[src/rtl/irq_ack_pkg.sv]
package irq_ack_pkg;
  localparam int unsigned ID_W = 10;
  localparam logic [ID_W-1:0] SPURIOUS_ID = 10'd1023;

  typedef enum logic [0:0] {
    WS_IDLE = 1'b0,
    WS_WALK = 1'b1
  } walk_state_e;
endpackage

[src/rtl/irq_link_table.sv]
module irq_link_table
  import irq_ack_pkg::*;
#(
  parameter int unsigned NUM_SRC = 64
) (
  input  logic            clk,
  input  logic            rst_n,
  input  logic            wr_en,
  input  logic [ID_W-1:0] wr_addr,
  input  logic [ID_W-1:0] wr_data,
  input  logic [ID_W-1:0] rd_addr_a,
  output logic [ID_W-1:0] rd_data_a,
  input  logic [ID_W-1:0] rd_addr_b,
  output logic [ID_W-1:0] rd_data_b
);
  localparam int unsigned IDX_W = (NUM_SRC > 1) ? $clog2(NUM_SRC) : 1;
  localparam logic [ID_W-1:0] SRC_CNT = ID_W'(NUM_SRC);

  logic [ID_W-1:0] ent [NUM_SRC];

  for (genvar g = 0; g < NUM_SRC; g++) begin : g_ent
    logic            hit;
    logic [ID_W-1:0] link_q;
    assign hit = wr_en && (wr_addr == ID_W'(g));
    always_ff @(posedge clk or negedge rst_n) begin
      if (!rst_n) begin
        link_q <= SPURIOUS_ID;
      end else if (hit) begin
        link_q <= wr_data;
      end
    end
    assign ent[g] = link_q;
  end

  assign rd_data_a = (rd_addr_a < SRC_CNT) ? ent[rd_addr_a[IDX_W-1:0]] : SPURIOUS_ID;
  assign rd_data_b = (rd_addr_b < SRC_CNT) ? ent[rd_addr_b[IDX_W-1:0]] : SPURIOUS_ID;

  AST_LINK_WR_ADDR: assert property (@(posedge clk) disable iff (!rst_n)
    wr_en |-> wr_addr < SRC_CNT) else $error("link write out of range");
  AST_LINK_WR_DATA: assert property (@(posedge clk) disable iff (!rst_n)
    wr_en |-> (wr_data < SRC_CNT || wr_data == SPURIOUS_ID)) else $error("bad link value");
endmodule

[src/rtl/irq_chain_walk.sv]
module irq_chain_walk
  import irq_ack_pkg::*;
#(
  parameter int unsigned NUM_SRC = 64
) (
  input  logic            clk,
  input  logic            rst_n,
  input  logic            start,
  input  logic [ID_W-1:0] start_cursor,
  input  logic [ID_W-1:0] start_target,
  input  logic [ID_W-1:0] link_cur,
  output logic            busy,
  output logic [ID_W-1:0] cursor,
  output logic [ID_W-1:0] target,
  output logic            splice_we
);
  localparam int unsigned CNT_W = $clog2(NUM_SRC + 1);
  localparam logic [CNT_W-1:0] STEP_LIM = CNT_W'(NUM_SRC - 1);

  walk_state_e     st_q, st_d;
  logic [ID_W-1:0] cur_q, cur_d, tgt_q, tgt_d;
  logic [CNT_W-1:0] cnt_q, cnt_d;

  always_comb begin
    st_d      = st_q;
    cur_d     = cur_q;
    tgt_d     = tgt_q;
    cnt_d     = cnt_q;
    splice_we = 1'b0;
    unique case (st_q)
      WS_IDLE: begin
        if (start) begin
          st_d  = WS_WALK;
          cur_d = start_cursor;
          tgt_d = start_target;
          cnt_d = '0;
        end
      end
      WS_WALK: begin
        if (link_cur == SPURIOUS_ID) begin
          st_d = WS_IDLE;
        end else if (link_cur == tgt_q) begin
          splice_we = 1'b1;
          st_d      = WS_IDLE;
        end else if (cnt_q == STEP_LIM) begin
          st_d = WS_IDLE;
        end else begin
          cur_d = link_cur;
          cnt_d = cnt_q + 1'b1;
        end
      end
      default: st_d = WS_IDLE;
    endcase
  end

  always_ff @(posedge clk or negedge rst_n) begin
    if (!rst_n) begin
      st_q  <= WS_IDLE;
      cur_q <= SPURIOUS_ID;
      tgt_q <= SPURIOUS_ID;
      cnt_q <= '0;
    end else begin
      st_q  <= st_d;
      cur_q <= cur_d;
      tgt_q <= tgt_d;
      cnt_q <= cnt_d;
    end
  end

  assign busy   = (st_q == WS_WALK);
  assign cursor = cur_q;
  assign target = tgt_q;

  AST_WALK_BOUNDED: assert property (@(posedge clk) disable iff (!rst_n)
    busy |-> cnt_q <= STEP_LIM) else $error("walk ran past chain length");
  AST_START_FROM_IDLE: assert property (@(posedge clk) disable iff (!rst_n)
    start |-> !busy) else $error("walk started while busy");
  AST_SPLICE_ENDS: assert property (@(posedge clk) disable iff (!rst_n)
    splice_we |=> !busy) else $error("walk continued after splice");
endmodule

[src/rtl/irq_ack_unit.sv]
module irq_ack_unit
  import irq_ack_pkg::*;
#(
  parameter int unsigned NUM_SRC = 64,
  parameter int unsigned PRIO_W  = 8,
  parameter int unsigned DATA_W  = 32
) (
  input  logic                      clk,
  input  logic                      rst_n,
  input  logic [ID_W-1:0]           hp_id,
  input  logic [PRIO_W-1:0]         hp_prio,
  input  logic [NUM_SRC*PRIO_W-1:0] src_prio,
  input  logic [NUM_SRC-1:0]        src_enable,
  input  logic [NUM_SRC-1:0]        src_level,
  input  logic [NUM_SRC-1:0]        src_edge,
  input  logic                      ack_req,
  input  logic                      eoi_req,
  input  logic [DATA_W-1:0]         eoi_wdata,
  output logic                      ack_valid,
  output logic [ID_W-1:0]           ack_id,
  output logic [ID_W-1:0]           run_id,
  output logic [PRIO_W:0]           run_prio,
  output logic                      busy,
  output logic                      pend_clr,
  output logic [ID_W-1:0]           pend_clr_id,
  output logic                      pend_set,
  output logic [ID_W-1:0]           pend_set_id
);
  localparam int unsigned IDX_W = (NUM_SRC > 1) ? $clog2(NUM_SRC) : 1;
  localparam logic [ID_W-1:0] SRC_CNT = ID_W'(NUM_SRC);
  localparam logic [PRIO_W:0] IDLE_PRIO = {1'b1, {PRIO_W{1'b0}}};

  // reset: asserted asynchronously, released on the clock
  logic [1:0] rst_sync_q;
  logic       rst_l;
  always_ff @(posedge clk or negedge rst_n) begin
    if (!rst_n) rst_sync_q <= 2'b00;
    else        rst_sync_q <= {rst_sync_q[0], 1'b1};
  end
  assign rst_l = rst_sync_q[1];

  logic [PRIO_W-1:0] prio_arr [NUM_SRC];
  for (genvar g = 0; g < NUM_SRC; g++) begin : g_prio
    assign prio_arr[g] = src_prio[g*PRIO_W +: PRIO_W];
  end

  logic [ID_W-1:0]   run_id_q, run_id_d, ack_id_q, ack_id_d;
  logic [PRIO_W:0]   run_prio_q, run_prio_d;
  logic              ack_valid_q, pend_clr_q, pend_set_q;
  logic [ID_W-1:0]   pend_clr_id_q, pend_set_id_q;
  logic              walk_busy, walk_start, splice_we;
  logic [ID_W-1:0]   walk_cursor, walk_target;
  logic [ID_W-1:0]   link_rd_a, link_a, link_b;
  logic              link_we;
  logic [ID_W-1:0]   link_waddr, link_wdata;
  logic [ID_W-1:0]   eoi_id;
  logic [IDX_W-1:0]  eoi_idx, pop_idx;
  logic              ack_go, eoi_go, hp_ok, ack_take, eoi_ok, eoi_pop, repend;
  logic              unused_wdata;

  assign eoi_id       = eoi_wdata[ID_W-1:0];
  assign unused_wdata = ^eoi_wdata[DATA_W-1:ID_W];
  assign eoi_idx      = eoi_id[IDX_W-1:0];
  assign pop_idx      = link_a[IDX_W-1:0];

  assign ack_go   = ack_req && !walk_busy;
  assign eoi_go   = eoi_req && !walk_busy && !ack_req;
  assign hp_ok    = (hp_id < SRC_CNT) && ({1'b0, hp_prio} < run_prio_q);
  assign ack_take = ack_go && hp_ok;
  assign eoi_ok   = eoi_go && (eoi_id < SRC_CNT) && (run_id_q != SPURIOUS_ID);
  assign eoi_pop  = eoi_ok && (eoi_id == run_id_q);
  assign walk_start = eoi_ok && !eoi_pop;
  assign repend   = eoi_ok && !src_edge[eoi_idx] && src_enable[eoi_idx] && src_level[eoi_idx];

  assign link_rd_a  = walk_busy ? walk_cursor : run_id_q;
  assign link_we    = ack_take || splice_we;
  assign link_waddr = splice_we ? walk_cursor : hp_id;
  assign link_wdata = splice_we ? link_b : run_id_q;

  irq_link_table #(.NUM_SRC(NUM_SRC)) u_links (
    .clk       (clk),
    .rst_n     (rst_l),
    .wr_en     (link_we),
    .wr_addr   (link_waddr),
    .wr_data   (link_wdata),
    .rd_addr_a (link_rd_a),
    .rd_data_a (link_a),
    .rd_addr_b (walk_target),
    .rd_data_b (link_b)
  );

  irq_chain_walk #(.NUM_SRC(NUM_SRC)) u_walk (
    .clk          (clk),
    .rst_n        (rst_l),
    .start        (walk_start),
    .start_cursor (run_id_q),
    .start_target (eoi_id),
    .link_cur     (link_a),
    .busy         (walk_busy),
    .cursor       (walk_cursor),
    .target       (walk_target),
    .splice_we    (splice_we)
  );

  always_comb begin
    run_id_d   = run_id_q;
    run_prio_d = run_prio_q;
    ack_id_d   = ack_id_q;
    if (ack_go) begin
      ack_id_d = hp_ok ? hp_id : SPURIOUS_ID;
    end
    if (ack_take) begin
      run_id_d   = hp_id;
      run_prio_d = {1'b0, hp_prio};
    end else if (eoi_pop) begin
      run_id_d   = link_a;
      run_prio_d = (link_a == SPURIOUS_ID) ? IDLE_PRIO : {1'b0, prio_arr[pop_idx]};
    end
  end

  always_ff @(posedge clk or negedge rst_l) begin
    if (!rst_l) begin
      run_id_q      <= SPURIOUS_ID;
      run_prio_q    <= IDLE_PRIO;
      ack_valid_q   <= 1'b0;
      ack_id_q      <= SPURIOUS_ID;
      pend_clr_q    <= 1'b0;
      pend_clr_id_q <= SPURIOUS_ID;
      pend_set_q    <= 1'b0;
      pend_set_id_q <= SPURIOUS_ID;
    end else begin
      run_id_q    <= run_id_d;
      run_prio_q  <= run_prio_d;
      ack_valid_q <= ack_go;
      ack_id_q    <= ack_id_d;
      pend_clr_q  <= ack_take;
      pend_set_q  <= repend;
      if (ack_take) pend_clr_id_q <= hp_id;
      if (repend)   pend_set_id_q <= eoi_id;
    end
  end

  assign ack_valid   = ack_valid_q;
  assign ack_id      = ack_id_q;
  assign run_id      = run_id_q;
  assign run_prio    = run_prio_q;
  assign busy        = walk_busy;
  assign pend_clr    = pend_clr_q;
  assign pend_clr_id = pend_clr_id_q;
  assign pend_set    = pend_set_q;
  assign pend_set_id = pend_set_id_q;

  AST_SPURIOUS_HOLDS: assert property (@(posedge clk) disable iff (!rst_l)
    ack_valid_q && ack_id_q == SPURIOUS_ID |-> run_id_q == $past(run_id_q) && run_prio_q == $past(run_prio_q) && !pend_clr_q)
    else $error("spurious ack changed state");
  AST_ACK_RUNS: assert property (@(posedge clk) disable iff (!rst_l)
    ack_valid_q && ack_id_q != SPURIOUS_ID |-> run_id_q == ack_id_q && pend_clr_q && pend_clr_id_q == ack_id_q)
    else $error("ack did not install running ID");
  AST_ACK_PRIO_DROP: assert property (@(posedge clk) disable iff (!rst_l)
    ack_valid_q && ack_id_q != SPURIOUS_ID |-> run_prio_q < $past(run_prio_q))
    else $error("ack without priority drop");
  AST_IDLE_PRIO: assert property (@(posedge clk) disable iff (!rst_l)
    run_id_q == SPURIOUS_ID |-> run_prio_q == IDLE_PRIO) else $error("idle priority wrong");
  AST_EOI_RANGE: assert property (@(posedge clk) disable iff (!rst_l)
    !walk_busy && eoi_req && !ack_req && eoi_id >= SRC_CNT |=> !pend_set_q && !walk_busy && $stable(run_id_q))
    else $error("out-of-range EOI acted");
  AST_EOI_IDLE_NOP: assert property (@(posedge clk) disable iff (!rst_l)
    !walk_busy && eoi_req && !ack_req && run_id_q == SPURIOUS_ID |=> run_id_q == SPURIOUS_ID && !walk_busy && !pend_set_q)
    else $error("EOI with nothing running acted");
  AST_WALK_RUN_STABLE: assert property (@(posedge clk) disable iff (!rst_l)
    walk_busy |=> $stable(run_id_q) && $stable(run_prio_q)) else $error("running state moved during walk");
  AST_BUSY_NO_ACK: assert property (@(posedge clk) disable iff (!rst_l)
    walk_busy |=> !ack_valid_q && !pend_set_q) else $error("request served while busy");
  AST_DUAL_REQ: assert property (@(posedge clk) disable iff (!rst_l)
    !walk_busy && ack_req && eoi_req |=> ack_valid_q && !pend_set_q && !walk_busy)
    else $error("dual request not resolved to ack");
endmodule

[config.mk]
export PLATFORM = sky130hd
export DESIGN_NAME = irq_ack_unit
export DESIGN_NICKNAME = d
export VERILOG_FILES = /design/src/rtl/irq_ack_pkg.sv /design/src/rtl/irq_link_table.sv /design/src/rtl/irq_chain_walk.sv /design/src/rtl/irq_ack_unit.sv
export SDC_FILE = /design/constraint.sdc
export NUM_CORES = 2
export LEC_CHECK = 0
export BUFFER_PORTS_ARGS = -buffer_cell sky130_fd_sc_hd__buf_2
export CORE_ASPECT_RATIO = 0.6
export CORE_UTILIZATION = 30
export CTS_BUF_LIST = sky130_fd_sc_hd__clkbuf_16
export DETAILED_ROUTE_END_ITERATION = 7
export GPL_ROUTABILITY_DRIVEN = 0
export PLACE_DENSITY = 0.52
export SLEW_MARGIN = 20
export SYNTH_ARGS = -nofsm -noshare
export SYNTH_HDL_FRONTEND = slang
export SYNTH_SLANG_ARGS = --single-unit
[constraint.sdc]
create_clock -name clk -period 19.3 [get_ports clk]
set_input_delay 4.825 -clock clk [delete_from_list [all_inputs] [get_ports clk]]
set_output_delay 4.825 -clock clk [all_outputs]
set_load 0.01 [all_outputs]
# After elaboration in Yosys (flattened, before gate mapping)
# Cells that the tools add are included.
[word_totals] reg_bits=722 latchBits=0 ramBits=0 rom_bits=0 input_bits=758 output_inout_bits=53 wordCells=292 memories=0
[classes] add_sub_neg=1 n_mul=0 n_div=0 order_cmp=9 n_eq_ne=72 shifts=0 n_mux=44 n_bitwise=4 n_reduce_logical=85
[ops] cell="$eq A10 B6 Y1 const B" count=32
[ops] cell="$eq A10 B5 Y1 const B" count=16
[ops] cell="$mux W10" count=16
[ops] cell="$bmux W10 S6" count=2
[ops] cell="$eq A10 B4 Y1 const B" count=8
[ops] cell="$logic_and A1 B1 Y1" count=76
[ops] cell="$bmux W8 S6" count=1
[ops] cell="$eq A10 B3 Y1 const B" count=4
[ops] cell="$lt A10 B7 Y1 const B" count=4
[ops] cell="$mux W7" count=4
[ops] cell="$mux W9" count=3
[ops] cell="$ge A7 B7 Y1 const B" count=3
[ops] cell="$not A6 Y7" count=3
[ops] cell="$eq A10 B10 Y1" count=2
[ops] cell="$eq A10 B2 Y1 const B" count=2
[ops] cell="$pmux W10 S2" count=1
[ops] cell="$bmux W1 S6" count=3
[ops] cell="$mux W8" count=2
[ops] cell="$pmux W7 S2" count=1
[ops] cell="$eq A10 B1 Y1 const B" count=1
[ops] cell="$eq A10 B10 Y1 const B" count=1
[ops] cell="$logic_not A10 Y1" count=1
[ops] cell="$mux W1" count=10
[ops] cell="$ne A10 B10 Y1 const B" count=1
[ops] cell="other kinds (13)" count=18

# Depth between registers and ports, before layout
[logic_depth] depth_word=13 mapped_depth=23 ltp_nobuf=13

# By module
# A second synthesis with hierarchy kept.
[hier_totals] hier_cells=3146 area_unflattened_um2=44993.2
[modules_own_cells] module="irq_link_table" instances=1 cells_per_inst=2353 area_each_um2=35467.8 seq_area_each_um2=16816.1
[modules_own_cells] module="irq_ack_unit" instances=1 cells_per_inst=661 area_each_um2=8031.5 seq_area_each_um2=1402.6
[modules_own_cells] module="irq_chain_walk" instances=1 cells_per_inst=132 area_each_um2=1493.9 seq_area_each_um2=725.7

# Least setup slack after synthesis
# Ideal clock, no wire load.
[synth_path] kind="in2reg" from="input hp_prio[1]" to="register u_links.g_ent[44].link_q[0]" t_arrival_ns=7.787 required_ns=19.218 setup_slack_ns=11.431 stages=12 path_buffers=0 path_cell_list="ha_1 a21o_1 a21o_1 a21o_1 a21o_1 a21oi_1 o21ai_0 a21oi_1 a21oi_1 o21a_1 o32ai_4 mux2_2"
[synth_between] elab_chain_cells=5
[synth_rtl] item="start, declared" line_no="irq_ack_unit.sv:11" rtl="input logic [PRIO_W-1:0] hp_prio,"
[synth_rtl] item="$lt A8 B9 Y1" line_no="irq_ack_unit.sv:68" rtl="assign hp_ok = (hp_id < SRC_CNT) && ({1'b0, hp_prio} < run_prio_q);"
[synth_rtl] item="$logic_and A1 B1 Y1" line_no="irq_ack_unit.sv:68"
[synth_rtl] item="$logic_and A1 B1 Y1" line_no="irq_ack_unit.sv:69" rtl="assign ack_take = ack_go && hp_ok;"
[synth_rtl] item="$logic_or A1 B1 Y1" line_no="irq_ack_unit.sv:76" rtl="assign link_we = ack_take || splice_we;"
[synth_rtl] item="$logic_and A1 B1 Y1" line_no="irq_link_table.sv:24" rtl="assign hit = wr_en && (wr_addr == ID_W'(g));"
[synth_rtl] item="end signal, assigned" line_no="irq_link_table.sv:29" rtl="link_q <= wr_data;"
[synth_rtl] item="end, declared" line_no="irq_link_table.sv:23" rtl="logic [ID_W-1:0] link_q;"
# No other way between the ends.
# A chain may end at the register's enable or synchronous reset.

# Worst setup path after layout
[layout_path] from="input hp_prio[1]" to="register u_links.g_ent[44].link_q[2]"
# Same word-level chain as after synthesis.

==> flow_summary.toml <==
[setup_path]
crit_path_end_kind = "flip-flop"
required_ns = 19.90
arrival_ns = 9.95
worstSetupPathType = "in2reg"
crit_path_max_fanout = 10
r2r_start = "run_id[1]$_DFFE_PN1P_"
startpoint_type = "input port"
ff2ff_setup_slack_ns = 10.15
r2r_end = "run_prio[2]$_DFFE_PN0P_"
worst_r2r_path_depth = 18

[logic_synthesis]
synthMuxAreaShare = 0.316
avgSynthCellArea_sq_um = 11.3
synth_seq_area_share = 0.368
async_reset_ff_frac = 1.00
ys_ff_latch = 722
yosysUniqueCellTypes = 103
syn_area_sq_um = 51500
synth_top_family_by_area = "multiplexers"
synth_cells = 4567
yosys.area_share.simple = 0.114
synth_edf_count = 0
yosysWarnings = 0
syn_nets = 5333
synth_xor_area_frac = 0.00221
synth-main-ff-cell = "dfstp_2"
synth_compound_area_frac = 0.159
synthAdderAreaFrac = 0.00194

[timing]
grt_setup_unrepaired = "false"
slew_headroom = 0.152
post-route-min-period_ns = 9.36
skew_ns = 0.0420
maxSlewViolCount = 0
setup_viol_count_final = 0
tightest_slew_ns = 1.27
fmax_mhz = 107
setup-tns-final_ns = 0
setup_ws_ns = 9.94
fin_crit_sh = 0.485
report.final.hold_viol_count = 0
hold_slack_ns = 0.359

[drt]
routed_wl_mm = 253
dr.pass1.iters = 6
vias = 45900
postRouteAntennaNets = 0
drt-initial-drc-count = 6575
avgViaCountPerCell = 6.13
wl_per_cell_um = 33.8
drc = 0

[global_route]
grt_use_total = 0.280
grt_use_met1 = 0.396
antenna_found_initial = 41
grt_overflow = 0
grt.busiest_layer = "met1"
met2_usage = 0.327
use_met3 = 0.170
grt_max_degree = 149
grt_pass1_vias = 41300
grt_pass1_wl_mm = 340

[placement]
hpwl_mm = 180
numPortBuffers = 788
dp_cells = 7318
pre_cts_slack_ns = 9.67

[clocking]
insertion_delay_ns = 0.70
cts_setup_buffers = 0
cts_max_path_buffers = 3
hold_buffers = 0
root_buffer = "clkbuf_16"
clock_sinks = 722
htree_levels = 3
path_clk_slew_ns = 0.07
cts_tree = "built"
cts_resized = 0
cts_made_buffers = 74

[cells_and_area]
nNetsFinal = 5901
final_common_cell = "buf_2"
drive_gt1_frac = 0.525
most-common-layout-cells = "788 x buf_2, 697 x dfstp_2, 644 x mux2_2"
layout-area-overhead-vs-synth_pct = 16.6
layout.cells.non_filler = 7480

[power_and_ir_drop]
finalPower_uw = 7270
internal_power_uw = 3830
combinationalPowerShare = 0.553
power.density_nw_per_um2 = 121
vdd_ir_drop_max_mv = 0.117
p_leak_uw = 0.0226
seq_power_share = 0.243
switching_share = 0.473
p_sw_uw = 3440
clkPwrFrac = 0.204

[die]
num_rows = 117
core_sq_um = 170000
die_h_um = 323
fp.dieArea_sq_um = 173000
start_util = 0.303
die_x_um = 537
pin_count = 811

[worst_hold_path]
holdPathEnd = "rst_sync_q[1]$_DFF_PN0_"
min_path_cells = 0
hp-start = "rst_sync_q[0]$_DFF_PN0_"
hp-class = "reg2reg"

[flow_run]
max-cap-violations = 0

[run_status]
status = "finished, final reports clean"
## stage by stage
step / util / area (sq um)
final: 0.353 / 60100
after global routing: 0.353 / 60000
after CTS: 0.353 / 59900
after detailed placement: 0.339 / 57600
after global placement: 0.339 / 57600
after floorplan: - / 51500
## logic make-up after synthesis
kind of cell | Yosys count
AND/OR/NAND/NOR | 1015
other | 1
XOR/XNOR | 13
adder cells (fa/ha/maj) | 8
multiplexers | 1200
buffers and inverters | 455
flip-flops | 722
AO/OA/AOI/OAI | 1153
## synthesized netlist by cell type, types with 11 or more instances
cell type	count	area, sq um
dfstp_2	701	18400
mux2_2	649	7310
nand2b_1	571	3570
a22oi_1	306	2300
mux4_2	264	5950
mux2i_1	261	2610
clkbuf_1	233	875
a21oi_1	225	1130
o21ai_0	181	906
nand2_1	152	571
o22ai_1	141	882
buf_2	101	505
nor2_1	73	274
inv_1	38	143
buf_1	37	139
nand3_1	36	180
a211oi_1	32	240
buf_4	32	240
nand4_1	30	188
nor3_1	24	120
a211o_1	23	201
nand4b_1	22	193
and2_1	21	131
dfrtp_1	21	526
o32a_1	19	190
a22o_1	16	140
o311ai_0	16	140
or3_1	15	93.8
a21o_1	14	105
o211ai_1	14	105
o21ai_1	14	70.1
and3_1	13	81.3
nor2b_1	13	81.3
o32ai_4	13	358
o31ai_1	12	90.1
mux2_1	11	124
## sequential cells by signal (all words and copies together), names as in the netlist
name / cells
ack_valid: 1
u_links.g_ent.link_q: 640
pend_clr: 1
rst_sync_q: 2
u_walk.target: 10
u_walk.cursor: 10
run_id: 10
u_walk.busy: 1
pend_clr_id: 10
pend_set: 1
u_walk.cnt_q: 7
pend_set_id: 10
run_prio: 9
ack_id: 10
## critical path: stages
cell and delay, ns:
buf_2 0.11, ha_1 0.29, a21o_1 0.16, a21o_1 0.18, a21o_1 0.18, a21o_1 0.17, a21oi_1 0.18, o21ai_0 0.30
a21oi_1 1.07, a21oi_1 0.65, o21a_1 0.44, o32ai_4 0.97, mux2_2 0.42
## worst max-delay path by stage
stage	slack, ns	end	from
floorplan	8.23	ack_valid$_DFF_PN0_	rst_sync_q[1]$_DFF_PN0_
global placement	9.69	u_links.g_ent[44].link_q[9]$_DFFE_PN1P_	hp_prio[1]
detailed placement	9.67	u_links.g_ent[44].link_q[3]$_DFFE_PN1P_	hp_prio[1]
CTS	10.36	u_links.g_ent[44].link_q[2]$_DFFE_PN1P_	hp_prio[1]
global route	10.08	u_links.g_ent[44].link_q[7]$_DFFE_PN1P_	hp_prio[1]
finish	9.94	u_links.g_ent[44].link_q[2]$_DFFE_PN1P_	hp_prio[1]
## power groups by stage
stage	Sequential [uW]	Combinational (uW)	Clock, uW
2_1_floorplan	1710	2420	0
3_3_place_gp	1780	3800	0
3_5_place_dp	1780	3830	0
4_1_cts	1760	3840	1500
5_1_grt	1770	4130	1560
6_report	1770	4020	1480
## layer usage
metal | vias to the layer above | wire (um)
li1 | 18700 | -
met1 | 23700 | 108000
met2 | 3091 | 90700
met3 | 405 | 43500
met4 | 40 | 9660
met5 | - | 858
## cell type report
cell class / count / area [sq um]
antenna: 24 / 60.1
clock buffer: 76 / 1900
clock inverter: 60 / 449
fill: 16800 / 110000
inverter: 42 / 158
multi-input combinational: 3390 / 30800
sequential: 722 / 19000
tap: 2261 / 2830
timing repair buffer: 905 / 4930
Note: power is estimated with default switching activity, not from simulation.
